### config.mk
export PLATFORM = sky130hd
export DESIGN_NAME = strap_seq
export DESIGN_NICKNAME = d
export VERILOG_FILES = /design/src/rtl/strap_seq_pkg.sv /design/src/rtl/strap_sync.sv /design/src/rtl/window_timer.sv /design/src/rtl/strap_latch.sv /design/src/rtl/fsel_mux.sv /design/src/rtl/strap_seq.sv
export SDC_FILE = /design/constraint.sdc
export NUM_CORES = 1
export LEC_CHECK = 0
export BUFFER_PORTS_ARGS = -buffer_cell sky130_fd_sc_hd__clkbuf_2
export CAP_MARGIN = 20
export CORE_MARGIN = 1
export CORE_UTILIZATION = 40
export CTS_CLUSTER_SIZE = 12
export DETAILED_ROUTE_END_ITERATION = 6
export PLACE_DENSITY = 0.69
export SYNTH_ARGS = -nofsm -noshare
export SYNTH_HDL_FRONTEND = slang
export SYNTH_HIERARCHICAL = 1
export SYNTH_SLANG_ARGS = --single-unit
### constraint.sdc
create_clock -name clk -period 1.8 [get_ports clk]
set_input_delay 0.09 -clock clk [delete_from_list [all_inputs] [get_ports clk]]
set_output_delay 0.09 -clock clk [all_outputs]
set_load 0.01 [all_outputs]
### src/rtl/strap_seq_pkg.sv
package strap_seq_pkg;
  localparam int STRAP_W = 5;
  localparam int FSEL_W  = 3;

  typedef struct packed {
    logic              swing;
    logic              mode;
    logic [FSEL_W-1:0] fsel;
  } strap_t;

  typedef enum logic [1:0] {
    PH_SAMPLE  = 2'd0,
    PH_CAPTURE = 2'd1,
    PH_RUN     = 2'd2
  } phase_e;
endpackage

### src/rtl/strap_sync.sv
module strap_sync #(
  parameter int WIDTH  = 5,
  parameter int STAGES = 2
) (
  input  logic             clk,
  input  logic             rst_n,
  input  logic [WIDTH-1:0] async_in,
  output logic [WIDTH-1:0] sync_out
);
  genvar b;
  generate
    for (b = 0; b < WIDTH; b++) begin : g_bit
      logic [STAGES-1:0] chain;
      always_ff @(posedge clk or negedge rst_n) begin
        if (!rst_n) chain <= '0;
        else        chain <= {chain[STAGES-2:0], async_in[b]};
      end
      assign sync_out[b] = chain[STAGES-1];
    end
  endgenerate
endmodule

### src/rtl/window_timer.sv
module window_timer
  import strap_seq_pkg::*;
#(
  parameter int WINDOW_CYCLES = 66000
) (
  input  logic   clk,
  input  logic   rst_n,
  output logic   capture,
  output phase_e phase
);
  localparam int CW = $clog2(WINDOW_CYCLES + 1);
  localparam logic [CW-1:0] LAST = CW'(WINDOW_CYCLES - 1);

  logic [CW-1:0] cnt;

  assign capture = (phase == PH_SAMPLE) && (cnt == LAST);

  always_ff @(posedge clk or negedge rst_n) begin
    if (!rst_n) begin
      cnt   <= '0;
      phase <= PH_SAMPLE;
    end else begin
      unique case (phase)
        PH_SAMPLE: begin
          if (capture) phase <= PH_CAPTURE;
          else         cnt   <= cnt + 1'b1;
        end
        PH_CAPTURE: phase <= PH_RUN;
        default:    phase <= PH_RUN;
      endcase
    end
  end

  a_r4_capture_then_run: assert property (@(posedge clk) disable iff (!rst_n)
    (phase == PH_CAPTURE) |=> (phase == PH_RUN));
  a_r4_run_sticky: assert property (@(posedge clk) disable iff (!rst_n)
    (phase == PH_RUN) |=> (phase == PH_RUN));
endmodule

### src/rtl/strap_latch.sv
module strap_latch
  import strap_seq_pkg::*;
(
  input  logic   clk,
  input  logic   rst_n,
  input  logic   capture,
  input  strap_t d,
  output strap_t q,
  output logic   valid
);
  always_ff @(posedge clk or negedge rst_n) begin
    if (!rst_n) begin
      q     <= '0;
      valid <= 1'b0;
    end else if (capture && !valid) begin
      q     <= d;
      valid <= 1'b1;
    end
  end

  a_r5_hold_after_capture: assert property (@(posedge clk) disable iff (!rst_n)
    valid |=> ($stable(q) && valid));
endmodule

### src/rtl/fsel_mux.sv
module fsel_mux
  import strap_seq_pkg::*;
(
  input  logic [FSEL_W-1:0] strap_fsel,
  input  logic              override,
  input  logic [FSEL_W-1:0] reg_fsel,
  output logic [FSEL_W-1:0] fsel
);
  always_comb begin
    if (override) fsel = reg_fsel;
    else          fsel = strap_fsel;
  end
endmodule

### src/rtl/strap_seq.sv
module strap_seq
  import strap_seq_pkg::*;
#(
  parameter int WINDOW_CYCLES = 66000,
  parameter int SYNC_STAGES   = 2
) (
  input  logic              clk,
  input  logic              rst_n,
  input  logic [STRAP_W-1:0] pad_in,
  input  logic              reg_override,
  input  logic [FSEL_W-1:0]  reg_fsel,
  output logic              pad_oe,
  output logic              clk_hold,
  output logic              strap_valid,
  output logic [FSEL_W-1:0]  fsel_eff,
  output logic              strap_mode,
  output logic              swing_2v5
);
  logic [STRAP_W-1:0] pad_sync;
  logic               capture;
  phase_e             phase;
  strap_t             straps;

  strap_sync #(.WIDTH(STRAP_W), .STAGES(SYNC_STAGES)) u_sync (
    .clk(clk), .rst_n(rst_n), .async_in(pad_in), .sync_out(pad_sync)
  );

  window_timer #(.WINDOW_CYCLES(WINDOW_CYCLES)) u_timer (
    .clk(clk), .rst_n(rst_n), .capture(capture), .phase(phase)
  );

  strap_latch u_latch (
    .clk(clk), .rst_n(rst_n), .capture(capture),
    .d(strap_t'(pad_sync)), .q(straps), .valid(strap_valid)
  );

  fsel_mux u_mux (
    .strap_fsel(straps.fsel), .override(reg_override),
    .reg_fsel(reg_fsel), .fsel(fsel_eff)
  );

  assign pad_oe     = (phase == PH_RUN);
  assign clk_hold   = ~pad_oe;
  assign strap_mode = straps.mode;
  assign swing_2v5  = straps.swing;

  a_r2_no_drive_before_valid: assert property (@(posedge clk) disable iff (!rst_n)
    pad_oe |-> strap_valid);
  a_r4_enable_follows_valid: assert property (@(posedge clk) disable iff (!rst_n)
    $rose(strap_valid) |=> $rose(pad_oe));
  a_r3_valid_sticky: assert property (@(posedge clk) disable iff (!rst_n)
    strap_valid |=> strap_valid);
endmodule

-- Word-level counts from Yosys, hierarchy flattened
Cells that the tools add are included.
W data, S select, Z words.
- input bits: 11
- output and inout bits: 8
- logic and storage cells: 25
- register bits after elaboration: 35
- eq/ne operators: 3
- add/subtract/negate cells: 1
- bitwise logic cells: 2
- reduce and logical (&&, ||, !) cells: 5
- multiplexer cells: 3
- operator list (cell ; count):
    $add A17 B1 Y17 const B ; 1
    $eq A17 B17 Y1 const B ; 1
    $mux W2 ; 2
    $mux W3 ; 1
    $eq A2 B2 Y1 const B ; 1
    $logic_and A1 B1 Y1 ; 2
    $logic_not A2 Y1 ; 1
    $ne A2 B1 Y1 const B ; 1
    $not A1 Y1 ; 2
    $reduce_and A2 Y1 ; 1
    $logic_not A1 Y1 ; 1

-- Logic depth before layout (Yosys ltp)
- word-level depth: 4
- depth in mapped cells: 5

-- Cells and area by module
Netlist, hierarchy kept.
- by module, submodules not included (module ; instances ; cells an instance ; area an instance (µm²) ; sequential area each (µm²)):
    window_timer ; 1 ; 78 ; 902.1 ; 475.5
    strap_sync ; 1 ; 15 ; 287.8 ; 250.2
    strap_latch ; 1 ; 13 ; 226.5 ; 150.1
    fsel_mux ; 1 ; 3 ; 33.8 ; 0.0
    strap_seq ; 1 ; 2 ; 12.5 ; 0.0

-- Least setup slack after synthesis
Ideal clock, no wire load.
- kind: reg2reg
- start: register u_timer.cnt[9]
- end: register u_latch/q[0] in the netlist's numbering
- period minus slack after synthesis: 1784 ps
- stages on the path, launching flop included: 6
- path buffers: 0
- data arrival time: 1659 ps
- required time: 1675 ps
- path slack: 16 ps
- cell sequence: dfrtp_1 -> nor4_2 -> nand4_2 -> nor3_1 -> nor2b_4 -> mux2_2
- word-level cells in the longest chain between the ends: 3
- RTL lines (what ; line ; source):
    start: declaration ; window_timer.sv:14 ; logic [CW-1:0] cnt;
    start signal: assignment ; window_timer.sv:26 ; else cnt <= cnt + 1'b1;
    $eq A17 B17 Y1 ; window_timer.sv:16 ; assign capture = (phase == PH_SAMPLE) && (cnt == LAST);
    $logic_and A1 B1 Y1 ; window_timer.sv:16 ;
    named net capture ; strap_seq.sv:20 ; logic capture;
    $logic_and A1 B1 Y1 ; strap_latch.sv:15 ; end else if (capture && !valid) begin
    end signal: assignment ; strap_latch.sv:13 ; q <= '0;
    end signal: assignment ; strap_latch.sv:16 ; q <= d;
    end: declaration ; strap_latch.sv:8 ; output strap_t q,
The timed path passes the listed nets, and every way through them passes these cells.
A chain may end at the register's enable or synchronous reset.

-- Worst setup path in the final report
- start: register u_timer.cnt[4]
- end: register u_latch/q[3] in the netlist's numbering
Same word-level chain as after synthesis.

==> results.json <==
{
  "num_vias": 946,
  "clk_pin_slew_ps": 100,
  "final_cell_mix": "dfrtp_1, clkbuf_2, buf_4, xnor2_1, mux2_2",
  "path_max_fanout": 5,
  "cp_cell_sequence": "nor4_2, nand4_2, nor3_4, nor2b_4, mux2_2",
  "total_power_w": 0.001249,
  "grt_antenna_before_repair": 0,
  "dp_cells": 182,
  "syn_nets": 123,
  "root_buffer": "clkbuf_4",
  "yosys_warnings": 6,
  "cts_buffer_depth": 2,
  "vias_per_cell": 4.778,
  "hold_path_depth": 0,
  "hold_viol": 0,
  "regArea_um2": 875.8,
  "grt_pass1_vias": 993,
  "avgSynthCellArea_um2": 13.18,
  "skew_ps": 5.229,
  "crit_family": "simple AND/OR/NAND/NOR gates",
  "antennaDiodeCount": 0,
  "cts_tree": "built",
  "area_growth_pct": 23.27,
  "relSlewSlack_pct": 44.58,
  "synth-edff-count": 0,
  "clkLatencyLatePin_ps": 340,
  "tightestPinTransition_ps": 831.3,
  "power.density_nw_per_um2": 692.6,
  "fin_cells": 198,
  "status": "completed",
  "drv_slew": 0,
  "die_w_um": 62.47,
  "ys_ff_latch": 35,
  "routabilityCongestion": 0.7800,
  "r2r-end": "u_latch/q[3]",
  "p_leak_nw": 0.8241,
  "crit_type": "reg -> reg",
  "cts_max_level": 2,
  "fillCellCount": 300,
  "initial_core_util_pct": 42.82,
  "grt_usage_pct": 14.70,
  "dr.pass1.iters": 4,
  "async_reset_ff_share_pct": 100.0,
  "startpoint": "u_timer/cnt[4]",
  "max_freq_ghz": 0.5766,
  "rows": 21,
  "cts_buffers": 5,
  "grt_pass1_wl_um": 4250,
  "period_share_pct": 96.34,
  "grt_overflow_total": 0,
  "core_um2": 3416,
  "top_usage_layer": "met2",
  "fin_crit_ps": 1734,
  "hp-start": "u_sync/g_bit[2].chain[0]",
  "max-cap-violations": 0,
  "clock_sinks": 35,
  "die-area_um2": 3903,
  "synth.distinct_cells": 32,
  "finalNetCount": 163,
  "drive_gt1_share_pct": 38.16,
  "critical_path_arrival_ps": 1970,
  "ys.flop_type": "dfrtp_1",
  "utilization_pct": 52.78,
  "min_delay_worst_endpoint": "u_sync/g_bit[2].chain[1]",
  "grt.met3_usage_pct": 4.380,
  "drc_errors": 0,
  "wirelength_um": 2438,
  "die_y_um": 62.47,
  "grt_util_met2_pct": 22.69,
  "setup-violations-final": 0,
  "startpoint_type": "flop",
  "rr_startpoint": "u_timer/cnt[4]",
  "drtAntennaViolNets": 0,
  "critPathBufInv": 0,
  "wire_per_inst_um": 12.31,
  "port_buffers": 18,
  "synth_area_um2": 1463,
  "ir_drop_mv": 0.3172,
  "multi_input_area_um2": 545.5,
  "required_ps": 2030,
  "synth-seq-area-share_pct": 59.88,
  "r2r_setup_slack_ps": 70,
  "met1_usage_pct": 17.08,
  "hpwl_um": 1702,
  "grt_setup_unrepaired": "true",
  "grt_max_degree": 36,
  "final_common_cell": "dfrtp_1",
  "crit_path_end_kind": "flop",
  "synthCells": 111,
  "drt_iter0_drc": 19,
  "slowest_delay_ps": 410,
  "hp-class": "reg -> reg",
  "cp.depth": 5,
  "cp_slowest_cell": "dfrtp_1",
  "worst_r2r_path_depth": 5,
  "pin_count": 19
}
-- synth_stat cells, drive strengths merged, types with 2 or more instances --
cell | n | area share, %
nand2 | 6 | 1.5
a21oi | 2 | 0.68
xor2 | 3 | 1.8
nand3 | 5 | 2.1
nor3 | 4 | 1.7
nor2 | 6 | 1.5
mux2 | 9 | 6.9
dfrtp | 35 | 60
buf | 5 | 2.6
nor2b | 3 | 1.8
nor4 | 2 | 2.3
xnor2 | 11 | 6.6
inv | 4 | 1.0
nand4 | 5 | 3.0
-- timing repair --
item,CTS,global route
resized for setup,1,1
endpoints found under the hold margin,40,0
endpoints found under the setup margin,5,9
hold buffers,6,0
buffers inserted,0,2
pin swaps,0,4
-- sequential cells by signal (all words and copies together) (netlist names) --
| signal | count |
|---|---|
| u_latch/valid | 1 |
| u_sync/g_bit.chain | 10 |
| u_timer/cnt | 17 |
| u_timer/phase | 2 |
| u_latch/q | 5 |
-- cell type report --
cell class,count,area share (%)
clock buffer,6,2.290
inverter,4,0.8328
clock inverter,2,0.6940
multi-input combinational,67,30.26
tap,46,3.192
sequential,35,48.58
timing repair buffer,38,14.16
-- routing by layer --
layer | part of all wire, % | vias to the layer above | wire [um]
met5 | 0 | - | 0
met4 | 2.8 | 0 | 69
met3 | 4.7 | 7 | 114
met2 | 47 | 25 | 1144
met1 | 46 | 452 | 1110
li1 | - | 462 | -
-- through the flow --
stage               setup TNS, ps  instance area, um^2  worst slack (ps)  hold WS, ps
floorplan                       0                 1463             16.10       -205.6
global placement                0                 1663             28.64        200.1
detailed placement         -200.2                 1663            -42.86        199.7
CTS                             0                 1782             1.406        348.5
global route               -135.0                 1803            -34.36        363.8
finish                          0                 1803             65.82        349.8
-- power by group --
group          internal [W]  total (W)  switching [W]
Sequential         0.000797   0.000800     0.00000321
Combinational     0.0000217  0.0000442      0.0000225
Clock              0.000150   0.000404       0.000254
Total              0.000969    0.00125       0.000280
-- logic make-up after synthesis --
group	Yosys count	share of synthesized area (%)
compound gates	5	2.567
xor+xnor	14	8.383
flops	35	59.88
fa+ha+maj	1	0.8553
mux	9	6.929
simple gates	38	17.79
buf+inv	9	3.593
-- worst max path at each step --
stage	end	slack, ps
after floorplan	u_latch/q[0]	20
after global placement	u_latch/q[0]	30
after detailed placement	u_latch/q[3]	-40
after CTS	u_latch/q[4]	1
after global routing	u_latch/q[4]	-30
final	u_latch/q[3]	70
Power figures use the tool's default switching activity.
